## config.mk

```make
export PLATFORM = sky130hd
export DESIGN_NAME = da_filter
export DESIGN_NICKNAME = d
export VERILOG_FILES = /design/src/rtl/dafilt_pkg.sv /design/src/rtl/dafilt_cfg_regs.sv /design/src/rtl/dafilt_crc_acc.sv /design/src/rtl/dafilt_hash_lookup.sv /design/src/rtl/da_filter.sv
export SDC_FILE = /design/constraint.sdc
export NUM_CORES = 1
export LEC_CHECK = 0
export ABC_AREA = 1
export BUFFER_PORTS_ARGS = -buffer_cell sky130_fd_sc_hd__buf_4
export CORE_ASPECT_RATIO = 1.2
export CORE_MARGIN = 2
export CORE_UTILIZATION = 45
export DETAILED_ROUTE_END_ITERATION = 10
export SYNTH_ARGS = -nofsm -noshare
export SYNTH_HDL_FRONTEND = slang
export SYNTH_SLANG_ARGS = --single-unit
```

## constraint.sdc

```tcl
create_clock -name clk -period 1.7 [get_ports clk]
set_input_delay 0.17 -clock clk [delete_from_list [all_inputs] [get_ports clk]]
set_output_delay 0.17 -clock clk [all_outputs]
set_load 0.02 [all_outputs]
```

## src/rtl/dafilt_pkg.sv

```systemverilog
package dafilt_pkg;

    localparam logic [31:0] CRC_POLY = 32'h04C11DB7;

    // Positions of the stage enables inside the control word
    localparam int BC_EN_BIT   = 0;
    localparam int MC_EN_BIT   = 1;
    localparam int HASH_EN_BIT = 15;

    typedef enum logic [1:0] {
        STG_NONE  = 2'd0,
        STG_MCAST = 2'd1,
        STG_BCAST = 2'd2,
        STG_HASH  = 2'd3
    } stage_e;

    typedef enum logic [1:0] {
        S_IDLE,
        S_ADDR,
        S_VERDICT,
        S_DRAIN
    } fsm_e;

    typedef struct packed {
        logic hash_en;
        logic mc_en;
        logic bc_en;
    } en_s;

    // One byte through the CRC, bit 0 first, MSB-feedback register
    function automatic logic [31:0] crc_byte(input logic [31:0] c, input logic [7:0] b);
        logic [31:0] r;
        logic        fb;
        r = c;
        for (int i = 0; i < 8; i++) begin
            fb = r[31] ^ b[i];
            r  = {r[30:0], 1'b0} ^ (fb ? CRC_POLY : 32'h0);
        end
        return r;
    endfunction

endpackage

```

## src/rtl/dafilt_cfg_regs.sv

```systemverilog
module dafilt_cfg_regs
    import dafilt_pkg::*;
#(
    parameter int WORD_W      = 16,
    parameter int TABLE_WORDS = 4,
    parameter int CFG_AW      = 3,
    localparam int TABLE_BITS = WORD_W * TABLE_WORDS
) (
    input  logic                  clk,
    input  logic                  rst_n,
    input  logic                  we,
    input  logic [CFG_AW-1:0]     addr,
    input  logic [WORD_W-1:0]     wdata,
    output en_s                   en_o,
    output logic [TABLE_BITS-1:0] table_o
);

    localparam logic [CFG_AW-1:0] CTRL_ADDR = CFG_AW'(TABLE_WORDS);

    en_s                   en_q;
    logic [TABLE_BITS-1:0] tab_q;

    for (genvar g = 0; g < TABLE_WORDS; g++) begin : g_word
        always_ff @(posedge clk or negedge rst_n) begin
            if (!rst_n) begin
                tab_q[g*WORD_W +: WORD_W] <= '0;
            end else if (we && addr == CFG_AW'(g)) begin
                tab_q[g*WORD_W +: WORD_W] <= wdata;
            end
        end
    end

    always_ff @(posedge clk or negedge rst_n) begin
        if (!rst_n) begin
            en_q <= '{hash_en: 1'b0, mc_en: 1'b0, bc_en: 1'b1};
        end else if (we && addr == CTRL_ADDR) begin
            en_q <= '{hash_en: wdata[HASH_EN_BIT], mc_en: wdata[MC_EN_BIT], bc_en: wdata[BC_EN_BIT]};
        end
    end

    assign en_o    = en_q;
    assign table_o = tab_q;

    // without a write strobe the configuration holds
    a_r4_hold_without_write: assert property (@(posedge clk) disable iff (!rst_n)
        !we |=> ($stable(tab_q) && $stable(en_q)));

endmodule

```

## src/rtl/dafilt_crc_acc.sv

```systemverilog
module dafilt_crc_acc
    import dafilt_pkg::*;
(
    input  logic        clk,
    input  logic        rst_n,
    input  logic        load,
    input  logic        step,
    input  logic [7:0]  data,
    output logic [31:0] crc_o
);

    logic [31:0] crc_q;

    always_ff @(posedge clk or negedge rst_n) begin
        if (!rst_n) begin
            crc_q <= '1;
        end else if (load) begin
            crc_q <= crc_byte(32'hFFFF_FFFF, data);
        end else if (step) begin
            crc_q <= crc_byte(crc_q, data);
        end
    end

    assign crc_o = crc_q;

endmodule

```

## src/rtl/dafilt_hash_lookup.sv

```systemverilog
module dafilt_hash_lookup #(
    parameter int TABLE_BITS = 64,
    parameter int PTR_HI     = 28,
    localparam int PTR_W     = $clog2(TABLE_BITS)
) (
    input  logic [31:0]           crc_i,
    input  logic [TABLE_BITS-1:0] table_i,
    output logic [PTR_W-1:0]      ptr_o,
    output logic                  hit_o
);

    assign ptr_o = crc_i[PTR_HI -: PTR_W];
    assign hit_o = table_i[ptr_o];

endmodule

```

## src/rtl/da_filter.sv

```systemverilog
module da_filter
    import dafilt_pkg::*;
#(
    parameter int ADDR_BYTES  = 6,
    parameter int WORD_W      = 16,
    parameter int TABLE_WORDS = 4,
    parameter int CFG_AW      = 3,
    parameter int PTR_HI      = 28
) (
    input  logic              clk,
    input  logic              rst_n,
    input  logic              in_valid,
    input  logic              in_sof,
    input  logic [7:0]        in_data,
    input  logic              cfg_we,
    input  logic [CFG_AW-1:0] cfg_addr,
    input  logic [WORD_W-1:0] cfg_wdata,
    output logic              v_done,
    output logic              v_accept,
    output logic [1:0]        v_stage
);

    localparam int TABLE_BITS = WORD_W * TABLE_WORDS;
    localparam int PTR_W      = $clog2(TABLE_BITS);
    localparam int CW         = $clog2(ADDR_BYTES + 1);
    localparam logic [CW-1:0] LAST_CNT = CW'(ADDR_BYTES - 1);

    fsm_e                  state_q, state_d;
    logic [CW-1:0]         cnt_q;
    logic                  mc_q, bc_q;
    en_s                   cfg_en, snap_en_q;
    logic [TABLE_BITS-1:0] cfg_tab, snap_tab_q;
    logic [31:0]           crc;
    logic [PTR_W-1:0]      ptr;
    logic                  hash_hit;
    stage_e                stage;

    wire take_sof  = in_valid & in_sof;
    wire take_byte = in_valid & ~in_sof & (state_q == S_ADDR);

    dafilt_cfg_regs #(
        .WORD_W(WORD_W), .TABLE_WORDS(TABLE_WORDS), .CFG_AW(CFG_AW)
    ) u_cfg (
        .clk(clk), .rst_n(rst_n), .we(cfg_we), .addr(cfg_addr), .wdata(cfg_wdata),
        .en_o(cfg_en), .table_o(cfg_tab)
    );

    dafilt_crc_acc u_crc (
        .clk(clk), .rst_n(rst_n), .load(take_sof), .step(take_byte),
        .data(in_data), .crc_o(crc)
    );

    dafilt_hash_lookup #(
        .TABLE_BITS(TABLE_BITS), .PTR_HI(PTR_HI)
    ) u_hash (
        .crc_i(crc), .table_i(snap_tab_q), .ptr_o(ptr), .hit_o(hash_hit)
    );

    // Next-state logic
    always_comb begin
        state_d = state_q;
        unique case (state_q)
            S_IDLE:    if (take_sof) state_d = S_ADDR;
            S_ADDR:    if (take_byte && cnt_q == LAST_CNT) state_d = S_VERDICT;
            S_VERDICT: state_d = take_sof ? S_ADDR : S_DRAIN;
            S_DRAIN:   if (take_sof) state_d = S_ADDR;
            default:   state_d = S_IDLE;
        endcase
    end

    // State register
    always_ff @(posedge clk or negedge rst_n) begin
        if (!rst_n) state_q <= S_IDLE;
        else        state_q <= state_d;
    end

    // Per-frame capture: byte count, address flags, configuration snapshot
    always_ff @(posedge clk or negedge rst_n) begin
        if (!rst_n) begin
            cnt_q      <= '0;
            mc_q       <= 1'b0;
            bc_q       <= 1'b0;
            snap_en_q  <= '0;
            snap_tab_q <= '0;
        end else if (take_sof) begin
            cnt_q      <= CW'(1);
            mc_q       <= in_data[0];
            bc_q       <= &in_data;
            snap_en_q  <= cfg_en;
            snap_tab_q <= cfg_tab;
        end else if (take_byte) begin
            cnt_q <= cnt_q + CW'(1);
            bc_q  <= bc_q & (&in_data);
        end
    end

    // Outputs: priority chain evaluated in the verdict state
    always_comb begin
        stage = STG_NONE;
        unique case (state_q)
            S_VERDICT: begin
                if (snap_en_q.mc_en && mc_q)              stage = STG_MCAST;
                else if (snap_en_q.bc_en && bc_q)         stage = STG_BCAST;
                else if (snap_en_q.hash_en && hash_hit)   stage = STG_HASH;
            end
            S_IDLE, S_ADDR, S_DRAIN: stage = STG_NONE;
            default: stage = STG_NONE;
        endcase
        v_done   = (state_q == S_VERDICT);
        v_accept = (stage != STG_NONE);
        v_stage  = stage;
    end

    // done is a single-cycle pulse
    a_r7_done_single: assert property (@(posedge clk) disable iff (!rst_n)
        v_done |=> !v_done);

    // a verdict always follows a byte taken on the previous edge
    a_r7_done_after_byte: assert property (@(posedge clk) disable iff (!rst_n)
        $rose(v_done) |-> $past(in_valid));

    // byte count never exceeds the address length
    a_r7_count_bound: assert property (@(posedge clk) disable iff (!rst_n)
        cnt_q <= CW'(ADDR_BYTES));

    // snapshot frozen while an address is being collected
    a_r8_snapshot_hold: assert property (@(posedge clk) disable iff (!rst_n)
        (state_q == S_ADDR && !take_sof) |=> ($stable(snap_tab_q) && $stable(snap_en_q)));

    // broadcast never reported when multicast would have taken the frame
    a_r1_mcast_priority: assert property (@(posedge clk) disable iff (!rst_n)
        (v_done && v_stage == STG_BCAST) |-> !(snap_en_q.mc_en && mc_q));

    // quiet outputs outside the verdict cycle
    a_r9_quiet_outside_done: assert property (@(posedge clk) disable iff (!rst_n)
        !v_done |-> (!v_accept && v_stage == 2'd0));

endmodule

```

Word-level counts from Yosys, hierarchy flattened
Cells that the tools add are included.
{"block": "op_classes", "addsub": 1, "n_mux": 32, "eq_ne": 10, "shift": 0, "bitwise_logic": 36, "n_lt_le_gt_ge": 1, "multipliers": 0, "n_reduce_logical": 17, "div_mod_pow": 0}
{"cell": "XOR 32 bit", "n": 15}
{"cell": "two-way mux 27 bit", "n": 16}
{"cell": "two-way mux 32 bit", "n": 2}
{"cell": "NOT 31 bit", "n": 1}
{"cell": "XOR 1 bit", "n": 15}
{"cell": "two-way mux 2 bit", "n": 6}
{"cell": "logical AND 1 bit", "n": 9}
{"cell": "AND reduction 8 bit", "n": 1}
{"cell": "< comparator 6 x 7 -> 1 bit (second input constant)", "n": 1}
{"cell": "binary-select mux 1 bit (select 6 bit)", "n": 1}
{"cell": "equality test 3 x 2 -> 1 bit (second input constant)", "n": 2}
{"cell": "equality test 3 bit (second input constant)", "n": 2}
{"cell": "two-way mux 3 bit", "n": 2}
{"cell": "case mux 2 bit (3 select lines)", "n": 1}
{"cell": "bitwise AND 1 bit", "n": 4}
{"cell": "equality test 2 bit (second input constant)", "n": 2}
{"cell": "inequality test 2 x 1 -> 1 bit (second input constant)", "n": 2}
{"cell": "case mux 2 bit (2 select lines)", "n": 1}
{"cell": "nonzero test 2 bit", "n": 2}
{"cell": "adder 3 x 1 -> 3 bit (second input constant)", "n": 1}
{"cell": "equality test 3 x 1 -> 1 bit (second input constant)", "n": 1}
{"cell": "zero test 3 bit", "n": 1}
{"cell": "two-way mux 1 bit", "n": 3}
{"cell": "OR reduction 3 bit", "n": 1}
{"cell": "other kinds (5)", "n": 5}
{"block": "word_totals", "ff_bits": 173, "n_memories": 0, "elab_cells": 113, "latchBits": 0, "output_inout_bits": 4, "romBits": 0, "ram_bits": 0, "input_bits": 32}

Longest topological paths before layout
{"block": "depth", "word_depth": 26, "mapped_depth": 14, "ltp_nobuf": 14}

Cells and area by module
A second synthesis with hierarchy kept.
{"block": "unflattened", "hier_cells": 1243, "area_unflattened_um2": 9532.9}
{"module": "dafilt_crc_acc", "instances": 1, "area_per_inst_um2": 3080.5, "seq_area_each_um2": 840.8, "cells_per_inst": 440}
{"module": "da_filter", "instances": 1, "area_per_inst_um2": 2980.4, "seq_area_each_um2": 1851.8, "cells_per_inst": 344}
{"module": "dafilt_cfg_regs", "instances": 1, "area_per_inst_um2": 2730.1, "seq_area_each_um2": 1677.9, "cells_per_inst": 301}
{"module": "dafilt_hash_lookup", "instances": 1, "area_per_inst_um2": 742.0, "seq_area_each_um2": 0.0, "cells_per_inst": 158}

Least setup slack after synthesis
OpenSTA, ideal clock, no wires.
{"block": "synth_timing", "kind": "register to output", "from": "register u_crc.crc_q[23] (netlist: u_crc.crc_o[23])", "to": "output port v_accept", "path_buffers": 2, "slack_ns": -0.224, "t_arrival_ns": 1.754, "stages_incl_launch_ff": 13, "required_time_ns": 1.530, "path_cell_list": "dfstp_2 > buf_2 > buf_2 > nand2_1 > nand3_1 > nand3_1 > nand2_1 > nand2_1 > nand3_1 > nand3_1 > nand2_1 > nand2_1 > a31oi_1"}
{"block": "synth_between", "elab_chain_len": 8}
{"item": "from (decl)", "line_no": "dafilt_crc_acc.sv:12", "source": "logic [31:0] crc_q;"}
{"item": "from (signal assigned)", "line_no": "dafilt_crc_acc.sv:18", "source": "crc_q <= crc_byte(32'hFFFF_FFFF, data);"}
{"item": "from (signal assigned)", "line_no": "dafilt_crc_acc.sv:20", "source": "crc_q <= crc_byte(crc_q, data);"}
{"item": "binary-select mux 1 bit (select 6 bit)", "line_no": "dafilt_hash_lookup.sv:13", "source": "assign hit_o = table_i[ptr_o];"}
{"item": "two-way mux 1 bit (not written as such)", "line_no": "dafilt_hash_lookup.sv:13"}
{"item": "logical AND 1 bit", "line_no": "da_filter.sv:104", "source": "else if (snap_en_q.hash_en && hash_hit) stage = STG_HASH;"}
{"item": "two-way mux 2 bit", "line_no": "da_filter.sv:104"}
{"item": "two-way mux 2 bit", "line_no": "da_filter.sv:103", "source": "else if (snap_en_q.bc_en && bc_q) stage = STG_BCAST;"}
{"item": "two-way mux 2 bit", "line_no": "da_filter.sv:102", "source": "if (snap_en_q.mc_en && mc_q) stage = STG_MCAST;"}
{"item": "case mux 2 bit (2 select lines)", "line_no": "da_filter.sv:100", "source": "unique case (state_q)"}
{"item": "nonzero test 2 bit", "line_no": "da_filter.sv:110", "source": "v_accept = (stage != STG_NONE);"}
{"item": "to (decl)", "line_no": "da_filter.sv:19", "source": "output logic v_accept,"}
Every way passes these cells. The select of a mux whose other input is x is not followed.

Final worst setup path
Ends and elaborated chain as after synthesis.

==> flow_results.org <==
** Drt
- Total iterations of the first detailed-routing run :: 5
- Post-DRT Antenna Nets :: 0
- # DRC :: 0
- Vias :: 7555
- The final layout contains routed wiring with a total length of 24500 µm.
- First-iteration detailed-routing DRC count :: 459
- In the final routed layout, each cell accounts on average for 16.6 µm.
- Dividing the detail-routed via count by the number of cells gives 5.11.

** Job
- Across the run, the number of max-cap violations was 0.

** Setup path
- Worst R2R Start :: u_crc.crc_o[24]
- At the worst endpoint, the required time is 1530 ps.
- R2R setup slack :: -390 ps
- The critical path starts at u_crc.crc_o[23].
- The worst setup path is captured at an output pin.
- Capture point of the worst path :: v_accept
- Measured in cells, the most critical reg-to-reg path has a length of 12.
- In this run the critical register-to-register path is captured at u_crc.crc_o[4].
- The critical path is of the register to output pin type.
- Largest fanout on the critical path :: 8
- Nature of the critical path startpoint :: register
- At the worst endpoint, the arrival time is 2220 ps.

** Timing
- The worst pin sits at a relative slew slack of 61.1%.
- For the finished layout, the period the worst path requires is 2390 ps.
- Clock Skew :: 8.58 ps
- Transition at the pin with the smallest max-transition slack :: 583 ps
- After layout, the worst path uses 140% of the clock period.
- Timing would allow up to 419 MHz.
- The total count of hold-check failures in the final report was 0.
- Setup repair after global routing could not meet its margin everywhere.
- Final setup violation count :: 22
- Fin Setup TNS :: -6340 ps
- After layout, the worst setup slack is -685 ps.
- Slew Viols, Final :: 0

** Power and ir drop
- Internal power contribution :: 0.0122 W
- Summed over all nets, the switching power comes to 0.00838 W.
- For this design the ratio of total power to cell area is 1790 mW/mm².
- Max rail drop VDD :: 0.000907 V
- Summed over all cells, the static leakage comes to 5.65 nW.
- Switching share of power :: 40.6%
- Clock power frac :: 19.2%
- In this run, the combinational gates consume 49.9% of the power.
- Sequential fraction of design power :: 30.9%

** CTS
- Worst-case clock buffer depth :: 2
- H-tree level count :: 4
- Master cell of the clock root buffer :: sky130_fd_sc_hd__clkbuf_16
- The clock reaches the later pin of the worst-skew pair after 430 ps.
- Clock tree from TritonCTS :: yes
- Clk sinks :: 173
- Clock transition time at the flip-flop clock pins of the worst setup and hold paths :: 70 ps
- TritonCTS buffer count :: 17

** Final layout
- The number of antenna diodes in the final layout is 0.
- The library cells used most frequently in the layout, excluding fill and tap cells, are 398 x sky130_fd_sc_hd__nand2_1, 140 x sky130_fd_sc_hd__dfrtp_1, 92 x sky130_fd_sc_hd__o21ai_0.
- Post-synthesis to final-layout area growth :: 27.5%
- In the final layout, the share of cells above drive strength 1 is 28.0%.
- Most common cell after layout, fill and taps aside :: sky130_fd_sc_hd__nand2_1
- Total area of sequential cells :: 0.00437 mm²
- For this run, the post-layout net count is 1244.
- Number of fillers in the final layout :: 1788
- The multi-input combinational cells in the finished layout cover a total of 0.00465 mm².

** Yosys
- In the synthesized netlist the dominant register cell turns out to be sky130_fd_sc_hd__dfrtp_1.
- Leading cell types by total area after synthesis :: sky130_fd_sc_hd__dfrtp_1 39%, sky130_fd_sc_hd__nand2_1 18%, sky130_fd_sc_hd__dfstp_2 9.6%
- After synthesis the netlist holds a flip-flop and latch count of 173.
- Top cell type's share of synthesized area :: 38.9%
- Synthesized Nets :: 1148
- Per-instance average area after synthesis :: 8.13 µm²
- The synthesized netlist contains 39 unique library cells.
- Post-synthesis instance total :: 1108
- In the synthesized netlist the async set-or-reset flop fraction comes to 100%.
- Ys Warns :: 0
- Sequential fraction of the synthesis area :: 48.5%
- Number of enable flip-flop cells after synthesis :: 0
- Of all cell types, the one taking the most synthesized area is sky130_fd_sc_hd__dfrtp_1.
- In this run the cell area of the synthesized design comes to 0.00901 mm².

** Die
- Number of placement rows :: 56
- After floorplanning, the core was sized to cover 0.0196 mm².
- 36 I/O pins were placed.
- DIE AREA :: 0.0212 mm²
- The floorplan step set the die height to 159 µm.
- Horizontal die dimension :: 133 µm
- Initial core utilization :: 45.9%

** Hold path
- The path class of the tightest hold or removal check is input port to register.

** GRT
- The first global-routing pass estimated 39600 µm of wire.
- After global routing the overflow that remains totals 0.
- The number of antenna violations at the first check in global routing came to 0.
- Entering global routing, the biggest net connects 98 pins.
- Total routing usage reported by global routing :: 23.7%
- Vias in the first global route :: 7494

** Placement
- Summed over all nets, the half-perimeter wirelength after detailed placement is 16100 µm.
- Before CTS, the worst setup slack after placement is -406 ps.
- Buffers placed on the I/O ports in this run total 35.
- Routability-driven placement finished with a final weighted congestion of 0.871.

** Status
- The run finished, with violations left.
- The final reports fail on setup timing.
-- cell families (layout without fill, tap and decap cells) --
family / count (synthesis) / after routing / synth area share, %
AOI/OAI and AO/OA: 158 / 158 / 9.47
xor gates and xnor gates: 67 / 67 / 8.06
adders and majority gates: 8 / 8 / 1.11
buffers and inverters: 123 / 232 / 6.08
DFF: 173 / 173 / 48.5
and+or+nand+nor: 579 / 579 / 26.8
-- power by group through the flow --
stage	Sequential [W]	Combinational, W	Clock, W
2_1_floorplan	0.00599	0.00555	0
3_3_place_gp	0.00630	0.00757	0
3_5_place_dp	0.00631	0.00766	0
4_1_cts	0.00630	0.00884	0.00403
5_1_grt	0.00651	0.0112	0.00421
6_report	0.00636	0.0103	0.00396
-- layout make-up --
cell class,instances,area share (%)
multi-input cells,812,40.5
flip-flops and latches,173,38.1
repair buffers,130,10.8
clock buffers,17,3.70
well taps,261,2.84
inverters,69,2.54
clock inverters,15,1.50
repair inverters,1,0.0980
-- critical path, stage by stage (launching register included) --
cell and delay (ps):
sky130_fd_sc_hd__dfstp_2 610, sky130_fd_sc_hd__buf_6 130, sky130_fd_sc_hd__buf_16 120, sky130_fd_sc_hd__nand2_2 40, sky130_fd_sc_hd__nand3_1 60, sky130_fd_sc_hd__nand3_1 80, sky130_fd_sc_hd__nand2_1 80, sky130_fd_sc_hd__nand2_1 60
sky130_fd_sc_hd__nand3_2 70, sky130_fd_sc_hd__nand3_2 90, sky130_fd_sc_hd__nand2_4 120, sky130_fd_sc_hd__nand2_4 70, sky130_fd_sc_hd__a31oi_4 130, sky130_fd_sc_hd__buf_6 130
-- metal layers --
layer  track usage [%]  up-vias  share of wire (%)
li1                  -     3703                  -
met5                 0        -                  0
met2              41.6      155                 51
met4              7.93        0                2.7
met1              30.1     3645                 43
met3              3.31       52                3.1
-- synthesized netlist by cell type (5+ instances only) --
cell type                  count
sky130_fd_sc_hd__o221ai_1      5
sky130_fd_sc_hd__inv_2        12
sky130_fd_sc_hd__buf_2        14
sky130_fd_sc_hd__buf_6         5
sky130_fd_sc_hd__nand2_1     438
sky130_fd_sc_hd__nand2_2       9
sky130_fd_sc_hd__dfstp_2      33
sky130_fd_sc_hd__xnor2_1      12
sky130_fd_sc_hd__xor2_1       44
sky130_fd_sc_hd__nor2_1       34
sky130_fd_sc_hd__inv_1        55
sky130_fd_sc_hd__a21oi_1      27
sky130_fd_sc_hd__nand2_4       6
sky130_fd_sc_hd__nand3_1      76
sky130_fd_sc_hd__o21ai_0     101
sky130_fd_sc_hd__a31oi_1      15
sky130_fd_sc_hd__or2_1         7
sky130_fd_sc_hd__dfrtp_1     140
sky130_fd_sc_hd__clkbuf_1     33
sky130_fd_sc_hd__ha_1          8
-- worst min path at each step --
stage / startpoint / endpoint / slack [ps] / depth (start not counted)
6_report: cfg_wdata[11] / u_cfg.table_o[11] / 40 / 3
5_1_grt: cfg_wdata[8] / u_cfg.table_o[24] / 40 / 3
4_1_cts: cfg_wdata[8] / u_cfg.table_o[24] / 40 / 3
3_5_place_dp: rst_n / cnt_q[2] / 140 / 1
3_3_place_gp: rst_n / cnt_q[2] / 140 / 1
2_1_floorplan: rst_n / bc_q / -130 / 0
-- flip-flops by register name (all words and copies together), names as in the netlist, 2 cells and up --
register,flops
snap_tab_q,64
state_q,2
u_cfg.en_o,3
u_crc.crc_o,32
u_cfg.table_o,64
cnt_q,3
snap_en_q,3
-- timing repair --
action | CTS | global route
cloned | 2 | 1
hold endpoints to repair | 10 | 0
hold buffers | 1 | 0
pin swaps | 17 | 41
gates resized for setup | 66 | 108
buffers inserted | 8 | 16
setup endpoints to repair | 24 | 28
-- stage by stage --
stage | cells | power [W] | utilization [%] | cell area (µm²) | hold slack [ps]
2_1_floorplan | 1108 | 0.0115 | - | 9080 | -126
3_3_place_gp | 1423 | 0.0139 | 51.0 | 10000 | 137
3_5_place_dp | 1423 | 0.0140 | 51.0 | 10000 | 143
4_1_cts | 1466 | 0.0192 | 56.2 | 11000 | 38.7
5_1_grt | 1478 | 0.0220 | 58.5 | 11500 | 44.6
6_report | 1478 | 0.0206 | 58.5 | 11500 | 44.5
(Power assumes the default switching activity.)
